### src/rtl/dbg_bkpt_pkg.sv
package dbg_bkpt_pkg;
  localparam int CTRL_W = 8;

  typedef enum logic [2:0] {
    SRC_NONE    = 3'd0,
    SRC_IF_ADDR = 3'd1,
    SRC_LD_ADDR = 3'd2,
    SRC_ST_ADDR = 3'd3,
    SRC_LD_DATA = 3'd4,
    SRC_ST_DATA = 3'd5,
    SRC_LS_ADDR = 3'd6,
    SRC_RSVD    = 3'd7
  } src_e;

  typedef enum logic [2:0] {
    CND_OFF  = 3'd0,
    CND_EQ   = 3'd1,
    CND_LT   = 3'd2,
    CND_LE   = 3'd3,
    CND_GT   = 3'd4,
    CND_GE   = 3'd5,
    CND_NE   = 3'd6,
    CND_RSVD = 3'd7
  } cond_e;

  // field order follows the control word bit layout, msb first
  typedef struct packed {
    src_e  src;
    logic  sgn;
    cond_e cond;
    logic  en;
  } ctrl_t;
endpackage

### src/rtl/dbg_pair_regs.sv
module dbg_pair_regs
  import dbg_bkpt_pkg::*;
#(
  parameter int NUM_PAIRS = 4,
  parameter int DATA_W    = 32,
  parameter int IDX_W     = 2
) (
  input  logic              clk_i,
  input  logic              rst_ni,
  input  logic              we_i,
  input  logic              ctrl_sel_i,
  input  logic [IDX_W-1:0]  idx_i,
  input  logic [DATA_W-1:0] wdata_i,
  input  logic [IDX_W-1:0]  ridx_i,
  input  logic              rctrl_i,
  output logic [DATA_W-1:0] rdata_o,
  output logic [DATA_W-1:0] val_o  [NUM_PAIRS],
  output ctrl_t             ctrl_o [NUM_PAIRS]
);
  localparam int PAD_W = DATA_W - CTRL_W;

  for (genvar p = 0; p < NUM_PAIRS; p++) begin : g_pair
    logic [DATA_W-1:0] val_q;
    ctrl_t             ctrl_q;
    logic              sel;

    assign sel = we_i && (idx_i == IDX_W'(p));

    always_ff @(posedge clk_i or negedge rst_ni) begin
      if (!rst_ni) begin
        val_q  <= '0;
        ctrl_q <= '0;
      end else if (sel) begin
        if (ctrl_sel_i) ctrl_q <= ctrl_t'(wdata_i[CTRL_W-1:0]);
        else            val_q  <= wdata_i;
      end
    end

    assign val_o[p]  = val_q;
    assign ctrl_o[p] = ctrl_q;
  end

  always_comb begin
    rdata_o = '0;
    for (int p = 0; p < NUM_PAIRS; p++) begin
      if (ridx_i == IDX_W'(p)) begin
        rdata_o = rctrl_i ? {{PAD_W{1'b0}}, ctrl_o[p]} : val_o[p];
      end
    end
  end
endmodule

### src/rtl/dbg_pair_cmp.sv
module dbg_pair_cmp
  import dbg_bkpt_pkg::*;
#(
  parameter int DATA_W = 32
) (
  input  ctrl_t             ctrl_i,
  input  logic [DATA_W-1:0] val_i,
  input  logic              if_valid_i,
  input  logic [DATA_W-1:0] if_addr_i,
  input  logic              ld_valid_i,
  input  logic [DATA_W-1:0] ld_addr_i,
  input  logic [DATA_W-1:0] ld_data_i,
  input  logic              st_valid_i,
  input  logic [DATA_W-1:0] st_addr_i,
  input  logic [DATA_W-1:0] st_data_i,
  output logic              match_o
);
  logic [DATA_W-1:0] qty;
  logic              qty_ok;
  logic              eq, lt, rel;

  always_comb begin
    qty    = '0;
    qty_ok = 1'b0;
    case (ctrl_i.src)
      SRC_IF_ADDR: begin qty = if_addr_i; qty_ok = if_valid_i; end
      SRC_LD_ADDR: begin qty = ld_addr_i; qty_ok = ld_valid_i; end
      SRC_ST_ADDR: begin qty = st_addr_i; qty_ok = st_valid_i; end
      SRC_LD_DATA: begin qty = ld_data_i; qty_ok = ld_valid_i; end
      SRC_ST_DATA: begin qty = st_data_i; qty_ok = st_valid_i; end
      SRC_LS_ADDR: begin
        qty    = ld_valid_i ? ld_addr_i : st_addr_i;  // load wins
        qty_ok = ld_valid_i | st_valid_i;
      end
      default: ;
    endcase
  end

  assign eq = (qty == val_i);
  assign lt = ctrl_i.sgn ? ($signed(qty) < $signed(val_i)) : (qty < val_i);

  always_comb begin
    case (ctrl_i.cond)
      CND_EQ:  rel = eq;
      CND_LT:  rel = lt;
      CND_LE:  rel = lt | eq;
      CND_GT:  rel = ~(lt | eq);
      CND_GE:  rel = ~lt;
      CND_NE:  rel = ~eq;
      default: rel = 1'b0;
    endcase
  end

  assign match_o = ctrl_i.en & qty_ok & rel;
endmodule

### src/rtl/dbg_prio_enc.sv
module dbg_prio_enc #(
  parameter int N     = 4,
  parameter int IDX_W = 2
) (
  input  logic [N-1:0]     req_i,
  output logic             any_o,
  output logic [IDX_W-1:0] idx_o
);
  always_comb begin
    idx_o = '0;
    for (int i = N - 1; i >= 0; i--) begin
      if (req_i[i]) idx_o = IDX_W'(i);
    end
  end

  assign any_o = |req_i;
endmodule

### src/rtl/dbg_bkpt_cmp.sv
module dbg_bkpt_cmp
  import dbg_bkpt_pkg::*;
#(
  parameter int NUM_PAIRS = 4,
  parameter int DATA_W    = 32,
  localparam int IDX_W    = (NUM_PAIRS > 1) ? $clog2(NUM_PAIRS) : 1
) (
  input  logic                 clk_i,
  input  logic                 rst_ni,
  input  logic                 cfg_we_i,
  input  logic                 cfg_ctrl_i,
  input  logic [IDX_W-1:0]     cfg_idx_i,
  input  logic [DATA_W-1:0]    cfg_wdata_i,
  input  logic [IDX_W-1:0]     cfg_ridx_i,
  input  logic                 cfg_rctrl_i,
  output logic [DATA_W-1:0]    cfg_rdata_o,
  input  logic                 if_valid_i,
  input  logic [DATA_W-1:0]    if_addr_i,
  input  logic                 ld_valid_i,
  input  logic [DATA_W-1:0]    ld_addr_i,
  input  logic [DATA_W-1:0]    ld_data_i,
  input  logic                 st_valid_i,
  input  logic [DATA_W-1:0]    st_addr_i,
  input  logic [DATA_W-1:0]    st_data_i,
  output logic [NUM_PAIRS-1:0] match_o,
  output logic                 hit_o,
  output logic [IDX_W-1:0]     hit_idx_o,
  output logic                 if_break_o
);
  logic [DATA_W-1:0]    val   [NUM_PAIRS];
  ctrl_t                ctrl  [NUM_PAIRS];
  logic [NUM_PAIRS-1:0] match_d;
  logic [NUM_PAIRS-1:0] fetch_src;
  logic                 any_d;
  logic [IDX_W-1:0]     idx_d;

  dbg_pair_regs #(
    .NUM_PAIRS(NUM_PAIRS),
    .DATA_W   (DATA_W),
    .IDX_W    (IDX_W)
  ) u_regs (
    .clk_i     (clk_i),
    .rst_ni    (rst_ni),
    .we_i      (cfg_we_i),
    .ctrl_sel_i(cfg_ctrl_i),
    .idx_i     (cfg_idx_i),
    .wdata_i   (cfg_wdata_i),
    .ridx_i    (cfg_ridx_i),
    .rctrl_i   (cfg_rctrl_i),
    .rdata_o   (cfg_rdata_o),
    .val_o     (val),
    .ctrl_o    (ctrl)
  );

  for (genvar p = 0; p < NUM_PAIRS; p++) begin : g_cmp
    dbg_pair_cmp #(.DATA_W(DATA_W)) u_cmp (
      .ctrl_i    (ctrl[p]),
      .val_i     (val[p]),
      .if_valid_i(if_valid_i),
      .if_addr_i (if_addr_i),
      .ld_valid_i(ld_valid_i),
      .ld_addr_i (ld_addr_i),
      .ld_data_i (ld_data_i),
      .st_valid_i(st_valid_i),
      .st_addr_i (st_addr_i),
      .st_data_i (st_data_i),
      .match_o   (match_d[p])
    );
    assign fetch_src[p] = (ctrl[p].src == SRC_IF_ADDR);
  end

  dbg_prio_enc #(
    .N    (NUM_PAIRS),
    .IDX_W(IDX_W)
  ) u_prio (
    .req_i(match_d),
    .any_o(any_d),
    .idx_o(idx_d)
  );

  always_ff @(posedge clk_i or negedge rst_ni) begin
    if (!rst_ni) begin
      match_o    <= '0;
      hit_o      <= 1'b0;
      hit_idx_o  <= '0;
      if_break_o <= 1'b0;
    end else begin
      match_o    <= match_d;
      hit_o      <= any_d;
      hit_idx_o  <= idx_d;
      if_break_o <= |(match_d & fetch_src);
    end
  end
endmodule

### config.mk
export PLATFORM = sky130hd
export DESIGN_NAME = dbg_bkpt_cmp
export DESIGN_NICKNAME = d
export VERILOG_FILES = /design/src/rtl/dbg_bkpt_pkg.sv /design/src/rtl/dbg_pair_regs.sv /design/src/rtl/dbg_pair_cmp.sv /design/src/rtl/dbg_prio_enc.sv /design/src/rtl/dbg_bkpt_cmp.sv
export SDC_FILE = /design/constraint.sdc
export NUM_CORES = 1
export LEC_CHECK = 0
export BUFFER_PORTS_ARGS = -buffer_cell sky130_fd_sc_hd__buf_2
export CORE_MARGIN = 1
export CORE_UTILIZATION = 33
export CTS_CLUSTER_DIAMETER = 150
export DETAILED_ROUTE_END_ITERATION = 10
export SYNTH_ARGS = -nofsm -noshare
export SYNTH_HDL_FRONTEND = slang
export SYNTH_SLANG_ARGS = --single-unit
### constraint.sdc
create_clock -name clk_i -period 3.7 [get_ports clk_i]
set_input_delay 0.185 -clock clk_i [delete_from_list [all_inputs] [get_ports clk_i]]
set_output_delay 0.185 -clock clk_i [all_outputs]
set_load 0.1 [all_outputs]
==> impl_metrics.json <==
{
  "arrival_ns": 4.28,
  "ys_seq_area_share_pct": 25.9,
  "hold_path.class": "input port to register",
  "grt_max_degree": 90,
  "report.final.slew_viol_count": 0,
  "clk_pin_slew_ns": 0.07,
  "ys_types": 80,
  "fin_ws_ns": -0.196,
  "slew_headroom_pct": 34.6,
  "clock_latency_ns": 0.50,
  "syn-cell-area_sq_mm": 0.0162,
  "cts_tree": "built",
  "path_class": "register to register",
  "fin_crit_ns": 3.90,
  "portBuffers": 243,
  "synthCells": 1864,
  "syn-mean-instance-area_sq_um": 8.71,
  "crit_required_ns": 4.09,
  "synth_warnings": 0,
  "coreArea_sq_mm": 0.0481,
  "worst_slew_pin_slew_ns": 0.980,
  "viasPerCell": 6.14,
  "clock.fmax_mhz": 257,
  "powerDensity_mw_per_mm2": 579,
  "drive_above_1_share_pct": 41.3,
  "boundaryPins": 244,
  "ir_worst_vdd_mv": 0.444,
  "mostFrequentLayoutCell": "buf_4",
  "gp_congestion": 1.03,
  "finalInstanceArea_sq_mm": 0.0226,
  "dr.pass1.iters": 6,
  "drt_iter0_markers": 1891,
  "synthArstFlopShare_pct": 100,
  "cts.htree.levels": 4,
  "synth_edf_count": 0,
  "rsz0062_at_grt": "true",
  "die_height_um": 224,
  "postRouteAntennaNets": 0,
  "rows": 80,
  "setup_viol": 5,
  "ys.flop_type": "dfrtp_1",
  "post-route-period-util_pct": 105,
  "dp.cells": 2902,
  "nets": 2680,
  "synth-seq-cells": 168,
  "numCtsBuffers": 17,
  "finClkSkew_ns": 0.0111,
  "wl_per_cell_um": 28.0,
  "hold_violations": 0,
  "fill_cells": 4662,
  "wirelength_um": 84500,
  "crit_path_end_kind": "register",
  "overflow": 0,
  "start_util_pct": 33.7,
  "setup.worst_path.start_class": "register",
  "die_w_um": 224,
  "layout.area.seq_sq_mm": 0.00421,
  "drc": 0,
  "maxCapViolations": 0,
  "clock-sinks": 168,
  "dp_hpwl_um": 66000,
  "multi_input_area_sq_mm": 0.0119,
  "grt_pass1_vias": 17800,
  "n_antenna_cell": 0,
  "instances_no_fill": 3017,
  "syn-num-nets": 2196,
  "status": "complete, but fails checks",
  "dieArea_sq_mm": 0.0501,
  "path_max_fanout": 6,
  "p_leak_uw": 0.0100,
  "failed_checks": "setup timing",
  "num_vias": 18500,
  "syn2layout_area_growth_pct": 39.0,
  "dpl_cell_area_sq_mm": 0.0201,
  "clock-root-buffer": "clkbuf_16",
  "grt_pass1_wl_um": 121000,
  "antenna_found_initial": 1,
  "cts_buffer_depth": 2,
  "final_cell_mix": "buf_4, buf_2, dfrtp_1, mux2_2, nand2_1",
  "grt.total_usage_pct": 33.4
}
## registers in the layout, summed over array words and instances (netlist names)
signal,count
u_regs.g_pair.val_q,128
u_regs.ctrl_o,32
match_o,4
hit_idx_o,2
hit_o,1
if_break_o,1
## through the flow
step	setup TNS [ns]	setup WS [ns]	power [uW]	hold WS (ns)	utilization, %
6_report	-0.798	-0.196	13100	0.0414	46.9
5_1_grt	-1.22	-0.258	13700	0.0393	46.9
4_1_cts	-0.273	-0.110	12400	0.00119	45.0
3_5_place_dp	-2.33	-0.431	10100	0.348	41.8
3_3_place_gp	-2.41	-0.435	9980	0.341	41.8
2_1_floorplan	-0.0112	-0.0112	6850	-0.111	-
## where the power goes
group          switching (uW)  internal, uW  total, uW
Sequential                338          2240       2570
Clock                     860          1010       1870
Combinational            5060          3570       8630
## final timing paths
check                                           start  slack, ns                         end  cells after the start
hold / removal                         cfg_wdata_i[5]       0.04   u_regs.g_pair[2].val_q[5]                      3
setup / recovery                    u_regs.ctrl_o[22]      -0.20                hit_idx_o[1]                     16
setup reg to reg                    u_regs.ctrl_o[22]      -0.20                hit_idx_o[1]                     16
max in group asynchronous                      rst_ni       2.38           u_regs.ctrl_o[10]                      3
min in group asynchronous                      rst_ni       0.35  u_regs.g_pair[3].val_q[20]                      2
hold reg to reg            u_regs.g_pair[3].val_q[27]       0.54  u_regs.g_pair[3].val_q[27]                      1
## final cells by class
class                   instances  share of cell area [%]
multi-input cells            1430                    52.9
repair buffers                599                    20.0
flip-flops and latches        168                    18.7
well taps                     656                    3.64
inverters                     132                    2.24
clock buffers                  18                    1.90
clock inverters                14                   0.721
## Yosys cell counts, types with 27 or more instances
library cell / n / area [sq um]
nor2b_1: 39 / 244
mux2i_1: 41 / 410
a22oi_1: 165 / 1240
mux4_2: 40 / 901
a21oi_1: 115 / 576
nand3_1: 66 / 330
mux2_2: 155 / 1750
clkbuf_1: 111 / 417
a32oi_1: 27 / 236
a221oi_1: 45 / 394
nor2_1: 86 / 323
dfrtp_1: 168 / 4200
nand2_1: 154 / 578
o21ai_0: 170 / 851
ha_1: 128 / 1600
inv_1: 130 / 488
nand4_1: 28 / 175
## what timing repair did
| action | 4_1_cts | 5_1_grt |
|---|---|---|
| endpoints found under the hold margin | 195 | 0 |
| gates resized for setup | 118 | 123 |
| pin swaps | 47 | 78 |
| endpoints found under the setup margin | 7 | 7 |
| buffers inserted | 20 | 36 |
| hold buffers | 29 | 0 |
| cloned | 1 | 0 |
## critical path, cell delays in order (launching register included)
cell and delay, ns:
dfrtp_2 0.53, buf_6 0.20, mux2_4 0.32, a221oi_4 0.26
a21oi_2 0.08, ha_4 0.29, nand4_1 0.26, buf_4 0.25
buf_4 0.14, buf_4 0.13, a21oi_1 0.38, o31a_1 0.25
or4_4 0.14, o2111ai_2 0.12, a21oi_2 0.22, buf_4 0.17
nor3_2 0.04
## per-layer routing
| metal | vias to the layer above | part of all wire [%] | track usage [%] | routed length (um) |
|---|---|---|---|---|
| li1 | 8052 | - | - | - |
| met1 | 9067 | 41 | 44.2 | 35000 |
| met2 | 1160 | 45 | 52.5 | 37900 |
| met3 | 232 | 9.0 | 7.23 | 7630 |
| met4 | 2 | 4.7 | 14.2 | 3960 |
| met5 | - | 0.015 | 0 | 13 |
## cell families (layout without fill, tap and decap cells)
group           count (synthesis)  in the layout  share of synthesized area (%)
compound gates                622            622                           25.6
xor+xnor                        3              3                          0.162
fa+ha+maj                     128            128                           9.86
mux                           236            236                           18.8
simple gates                  440            441                           13.3
buf+inv                       267            763                           6.36
flops                         168            168                           25.9
Power figures use the tool's default switching activity.
